===== src/rtl/cmd_write_pkg.sv =====
// Shared definitions for the command register-write engine.
// Holds the parser states and the bit positions of the header fields
// that the parser acts on. It assumes the stream is 64 bits wide.
package cmd_write_pkg;

    localparam int          BEAT_W       = 64;
    localparam int          KIND_HI      = 63;
    localparam int          KIND_LO      = 62;
    localparam int          TIMED_BIT    = 61;
    localparam logic [1:0]  KIND_COMMAND = 2'b10;

    typedef enum logic [2:0] {
        ST_HDR   = 3'd0,
        ST_TIME  = 3'd1,
        ST_PAY   = 3'd2,
        ST_HOLD  = 3'd3,
        ST_DRAIN = 3'd4
    } parse_st_t;

endpackage


===== src/rtl/cmd_time_base.sv =====
// Local time counter for the command engine.
// It clears to zero in reset and then counts up by one every clock.
// It assumes the counter is wide enough never to wrap in practice.
module cmd_time_base #(
    parameter int TIME_W = 64
) (
    input  logic              clk,
    input  logic              rst_n,
    output logic [TIME_W-1:0] now
);

    // Free-running count, cleared in reset.
    always_ff @(posedge clk) begin
        if (!rst_n) now <= '0;
        else        now <= now + 1'b1;
    end

endmodule


===== src/rtl/cmd_parse_fsm.sv =====
// Packet parser and write issuer.
// It walks each packet through header, optional time, payload and drain.
// A timed command is held in ST_HOLD, with the input stalled, until the
// local time reaches the command time. The write then comes out from
// registers. It assumes the header layout given in cmd_write_pkg.
module cmd_parse_fsm
    import cmd_write_pkg::*;
#(
    parameter int ADDR_W = 8,
    parameter int VAL_W  = 32,
    parameter int TIME_W = 64
) (
    input  logic              clk,
    input  logic              rst_n,
    input  logic [BEAT_W-1:0] s_tdata,
    input  logic              s_tvalid,
    input  logic              s_tlast,
    output logic              s_tready,
    input  logic [TIME_W-1:0] now,
    output logic [ADDR_W-1:0] wr_addr,
    output logic [VAL_W-1:0]  wr_data,
    output logic              wr_stb,
    output logic              held
);

    localparam int ADDR_LO = VAL_W;
    localparam int ADDR_HI = VAL_W + ADDR_W - 1;

    parse_st_t          st;
    logic               timed_q;
    logic               end_q;
    logic [TIME_W-1:0]  cmd_time_q;
    logic [ADDR_W-1:0]  addr_q;
    logic [VAL_W-1:0]   data_q;
    logic               stb_q;
    logic               beat;
    logic               is_cmd;

    // Stall the stream only while a timed write waits.
    always_comb begin
        s_tready = (st != ST_HOLD);
        held     = (st == ST_HOLD);
        beat     = s_tvalid && s_tready;
        is_cmd   = (s_tdata[KIND_HI:KIND_LO] == KIND_COMMAND);
    end

    // Parser state, captured fields and the write strobe.
    always_ff @(posedge clk) begin
        if (!rst_n) begin
            st         <= ST_HDR;
            timed_q    <= 1'b0;
            end_q      <= 1'b0;
            cmd_time_q <= '0;
            addr_q     <= '0;
            data_q     <= '0;
            stb_q      <= 1'b0;
        end else begin
            stb_q <= 1'b0;
            case (st)
                ST_HDR: if (beat) begin
                    if (is_cmd) begin
                        timed_q <= s_tdata[TIMED_BIT];
                        if (s_tlast)                 st <= ST_HDR;
                        else if (s_tdata[TIMED_BIT]) st <= ST_TIME;
                        else                         st <= ST_PAY;
                    end else if (!s_tlast) begin
                        st <= ST_DRAIN;
                    end
                end
                ST_TIME: if (beat) begin
                    cmd_time_q <= s_tdata[TIME_W-1:0];
                    st         <= s_tlast ? ST_HDR : ST_PAY;
                end
                ST_PAY: if (beat) begin
                    addr_q <= s_tdata[ADDR_HI:ADDR_LO];
                    data_q <= s_tdata[VAL_W-1:0];
                    end_q  <= s_tlast;
                    if (timed_q && (now < cmd_time_q)) begin
                        st <= ST_HOLD;
                    end else begin
                        stb_q <= 1'b1;
                        st    <= s_tlast ? ST_HDR : ST_DRAIN;
                    end
                end
                ST_HOLD: if (now >= cmd_time_q) begin
                    stb_q <= 1'b1;
                    st    <= end_q ? ST_HDR : ST_DRAIN;
                end
                ST_DRAIN: if (beat && s_tlast) st <= ST_HDR;
                default: st <= ST_HDR;
            endcase
        end
    end

    assign wr_addr = addr_q;
    assign wr_data = data_q;
    assign wr_stb  = stb_q;

    AST_STB_SINGLE: assert property (@(posedge clk) disable iff (!rst_n)
        wr_stb |=> !wr_stb);
    AST_STB_FROM_PAYLOAD: assert property (@(posedge clk) disable iff (!rst_n)
        wr_stb |-> ($past(st) == ST_PAY || $past(st) == ST_HOLD));
    AST_TIMED_NOT_EARLY: assert property (@(posedge clk) disable iff (!rst_n)
        (wr_stb && timed_q) |-> (now > cmd_time_q));

endmodule


===== src/rtl/cmd_write_engine.sv =====
// Top of the command register-write engine.
// It joins the local time base to the packet parser. It assumes a single
// clock domain and that the downstream register bus takes every strobe.
module cmd_write_engine #(
    parameter int ADDR_W = 8,
    parameter int VAL_W  = 32,
    parameter int TIME_W = 64
) (
    input  logic              clk,
    input  logic              rst_n,
    input  logic [63:0]       s_tdata,
    input  logic              s_tvalid,
    input  logic              s_tlast,
    output logic              s_tready,
    output logic [ADDR_W-1:0] wr_addr,
    output logic [VAL_W-1:0]  wr_data,
    output logic              wr_stb
);

    logic [TIME_W-1:0] now;
    logic              held;

    cmd_time_base #(.TIME_W(TIME_W)) u_time (
        .clk   (clk),
        .rst_n (rst_n),
        .now   (now)
    );

    cmd_parse_fsm #(.ADDR_W(ADDR_W), .VAL_W(VAL_W), .TIME_W(TIME_W)) u_fsm (
        .clk      (clk),
        .rst_n    (rst_n),
        .s_tdata  (s_tdata),
        .s_tvalid (s_tvalid),
        .s_tlast  (s_tlast),
        .s_tready (s_tready),
        .now      (now),
        .wr_addr  (wr_addr),
        .wr_data  (wr_data),
        .wr_stb   (wr_stb),
        .held     (held)
    );

    AST_NO_ACCEPT_WHILE_HELD: assert property (@(posedge clk) disable iff (!rst_n)
        held |-> !(s_tvalid && s_tready));

endmodule


===== config.mk =====
export PLATFORM = sky130hd
export DESIGN_NAME = cmd_write_engine
export DESIGN_NICKNAME = d
export VERILOG_FILES = /design/src/rtl/cmd_write_pkg.sv /design/src/rtl/cmd_time_base.sv /design/src/rtl/cmd_parse_fsm.sv /design/src/rtl/cmd_write_engine.sv
export SDC_FILE = /design/constraint.sdc
export NUM_CORES = 1
export LEC_CHECK = 0
export CORE_MARGIN = 2
export CORE_UTILIZATION = 55
export CTS_CLUSTER_DIAMETER = 50
export CTS_CLUSTER_SIZE = 28
export DETAILED_ROUTE_END_ITERATION = 7
export PLACE_DENSITY = 0.9
export SKIP_CTS_REPAIR_TIMING = 1
export SYNTH_ARGS = -nofsm -noshare
export SYNTH_HDL_FRONTEND = slang
export SYNTH_SLANG_ARGS = --single-unit

===== constraint.sdc =====
create_clock -name clk -period 3.7 [get_ports clk]
set_input_delay 0.555 -clock clk [delete_from_list [all_inputs] [get_ports clk]]
set_output_delay 0.555 -clock clk [all_outputs]
set_load 0.02 [all_outputs]

==> impl_metrics.tcl <==
set metrics [dict create \
    first_iter_violations 451 \
    final_layout_size_suffix_gt1_share_pct 4.41 \
    clk_latency_ps 430 \
    overflow 0 \
    skew_ps 8.28 \
    cp_slowest_cell "or4_1" \
    slew_viol_final 0 \
    drv_cap 0 \
    hpwl_um 13800 \
    tightest_slew_ps 764 \
    core_region_area_sq_um 15700 \
    clkSinkCount 174 \
    fp.dieW_um 130 \
    cts_buffers 17 \
    timing.fmax_mhz 332 \
    root_buffer "clkbuf_16" \
    num_rows 46 \
    cp.arrival_ps 3320 \
    synth_cells 1057 \
    wl_um 19600 \
    worst-path-buf-inv 0 \
    dieArea_sq_um 16900 \
    yosysSeqAreaShare_pct 40.0 \
    cts_tree "yes" \
    status "complete, no violations" \
    nets 1276 \
    fin_crit_ps 3020 \
    crit_path_frequent_cell "o21ai_1" \
    grt_max_degree 97 \
    setup_tns_ps 0 \
    hold_class "reg -> reg" \
    grt_pass1_vias 6982 \
    vias 7274 \
    crit_path_start_kind "flop" \
    p_per_area_nw_per_um2 419 \
    clkTransAtPathRegs_ps 70 \
    avgSynthCellArea_sq_um 8.25 \
    synthesis.nets 1190 \
    antenna_cells 0 \
    yosysWarningCount 0 \
    total_power_mw 4.45 \
    worstSetupPathType "reg -> reg" \
    die_y_um 130 \
    wire_per_inst_um 14.3 \
    portBuffers 109 \
    fillerInstances 1215 \
    synthFlopType "dfxtp_1" \
    max_stage_delay_ps 620 \
    finalHoldViolCount 0 \
    syn_area_sq_um 8720 \
    start_util_pct 55.5 \
    via_per_inst 5.30 \
    crit_chain "ha_1 -> nand4_1 -> or4_1 -> or3_1 -> o32ai_1 -> nor3_1 -> o21ai_1 -> o21ai_1 -> o311a_1" \
    path_delay_family "simple AND/OR/NAND/NOR gates" \
    synth-edff-count 0 \
    synth_seq_cells 174 \
    rsz0062_at_grt "no" \
    worst_ep_required_time_ps 4010 \
    antenna_found_initial 0 \
    p_leak_nw 3.92 \
    min_period_over_period_pct 81.5 \
    end_kind "flop" \
    area_growth_pct 21.8 \
    track_usage_pct 23.8 \
    async_reset_ff_share_pct 0 \
    ant_nets 0 \
    place.gp.congestion 0.908 \
    max_slew_margin_pct 49.0 \
    grt_pass1_wl_um 32400 \
    clockBufferDepth 2 \
    path_max_fanout 5 \
    drc 0 \
    synth_cell_types 49 \
    htreeDepth 4 \
    setup_viol 0 \
    drtPass1Iterations 4 \
    pin_count 110 \
    ir_worst_vdd_v 0.000360 \
]
cell usage after synthesis (18+ instances only):
library cell / count / share of area, %
clkbuf_1: 47 / 2.0
nor2b_1: 18 / 1.3
dfxtp_1: 174 / 40
inv_1: 71 / 3.1
xor2_1: 23 / 2.3
o21ai_0: 18 / 1.0
nand2_1: 261 / 11
nand3_1: 28 / 1.6
xnor2_1: 31 / 3.1
and2_1: 43 / 3.1
a21oi_1: 32 / 1.8
ha_1: 65 / 9.3
a21boi_0: 112 / 9.6
nand4_1: 30 / 2.2
flip-flops by register name (all words and copies together) (netlist names):
| register | cells |
|---|---|
| u_time.now | 64 |
| u_fsm.timed_q | 1 |
| u_fsm.wr_stb | 1 |
| u_fsm.st | 3 |
| u_fsm.cmd_time_q | 64 |
| u_fsm.end_q | 1 |
| u_fsm.wr_data | 32 |
| u_fsm.wr_addr | 8 |
kinds of logic (layout without fill, tap and decap cells):
| logic type | after synthesis | in the layout | share of synthesized area [%] |
|---|---|---|---|
| buffers and inverters | 121 | 220 | 5.23 |
| DFF | 174 | 174 | 40.0 |
| AOI/OAI and AO/OA | 187 | 187 | 14.8 |
| adders and majority gates | 65 | 65 | 9.33 |
| xor gates and xnor gates | 54 | 54 | 5.43 |
| and+or+nand+nor | 456 | 456 | 25.3 |
layout make-up:
cell class              instances  area, sq um  share of cell area (%)
flip-flops and latches        174         3480                    32.8
inverters                      71          267                    2.51
clock inverters                12          208                    1.96
repair buffers                117         1150                    10.8
well taps                     216          270                    2.55
multi-input cells             762         4780                    45.1
clock buffers                  20          457                    4.30
power by group:
group	switching (mW)	internal, mW
registers	0.0361	1.93
logic	0.260	0.221
clock network	0.762	1.24
cell usage in the layout, fill, tap and decap left out, types with 5 or more instances in the layout:
cell type	instances
nor2b_1	18
nor3_1	6
xnor2_1	31
or3_1	10
bufinv_16	5
nand2_1	261
a21boi_0	112
a21oi_1	32
inv_1	71
and3_1	12
buf_4	9
clkbuf_16	17
xor2_1	23
ha_1	65
nor2_1	17
nand3_1	27
o21ai_0	18
dfxtp_1	174
clkdlybuf4s50_1	108
nand4_1	30
and4_1	6
and2_1	43
nor4_1	6
final timing paths:
| path | end | slack [ps] | start | cells after the start |
|---|---|---|---|---|
| min | u_fsm.wr_addr[2]$_SDFFE_PN0P_ | 460 | u_fsm.wr_addr[2]$_SDFFE_PN0P_ | 2 |
| min reg2reg | u_fsm.wr_addr[2]$_SDFFE_PN0P_ | 460 | u_fsm.wr_addr[2]$_SDFFE_PN0P_ | 2 |
| max | u_fsm.st[0]$_SDFFE_PN0P_ | 680 | u_time.now[30]$_SDFF_PN0_ | 9 |
| max reg2reg | u_fsm.st[0]$_SDFFE_PN0P_ | 680 | u_time.now[30]$_SDFF_PN0_ | 9 |
stage by stage:
stage	setup slack, ps	cell area (sq um)	hold slack [ps]	cells	util, %
final	685	10600	460	1372	67.6
after floorplan	1000	8720	433	1057	-
after detailed placement	703	9950	455	1340	63.3
after global routing	480	10600	482	1372	67.6
after global placement	809	9950	451	1340	63.3
after CTS	689	10600	464	1372	67.6
worst register-to-register path, cell delays in order (launching register included):
cell and delay [ps]:
dfxtp_1 360, ha_1 340, nand4_1 230, or4_1 620, or3_1 350, o32ai_1 270, nor3_1 70, o21ai_1 160
o21ai_1 120, o311a_1 370
per-layer routing:
metal	up-vias	routed length, um	global-route usage (%)
met3	28	830	5.78
li1	3712	-	-
met4	0	354	7.53
met2	153	9510	40.7
met1	3381	8890	29.8
met5	-	0	0
No activity file was read; power rests on OpenSTA's default activity.
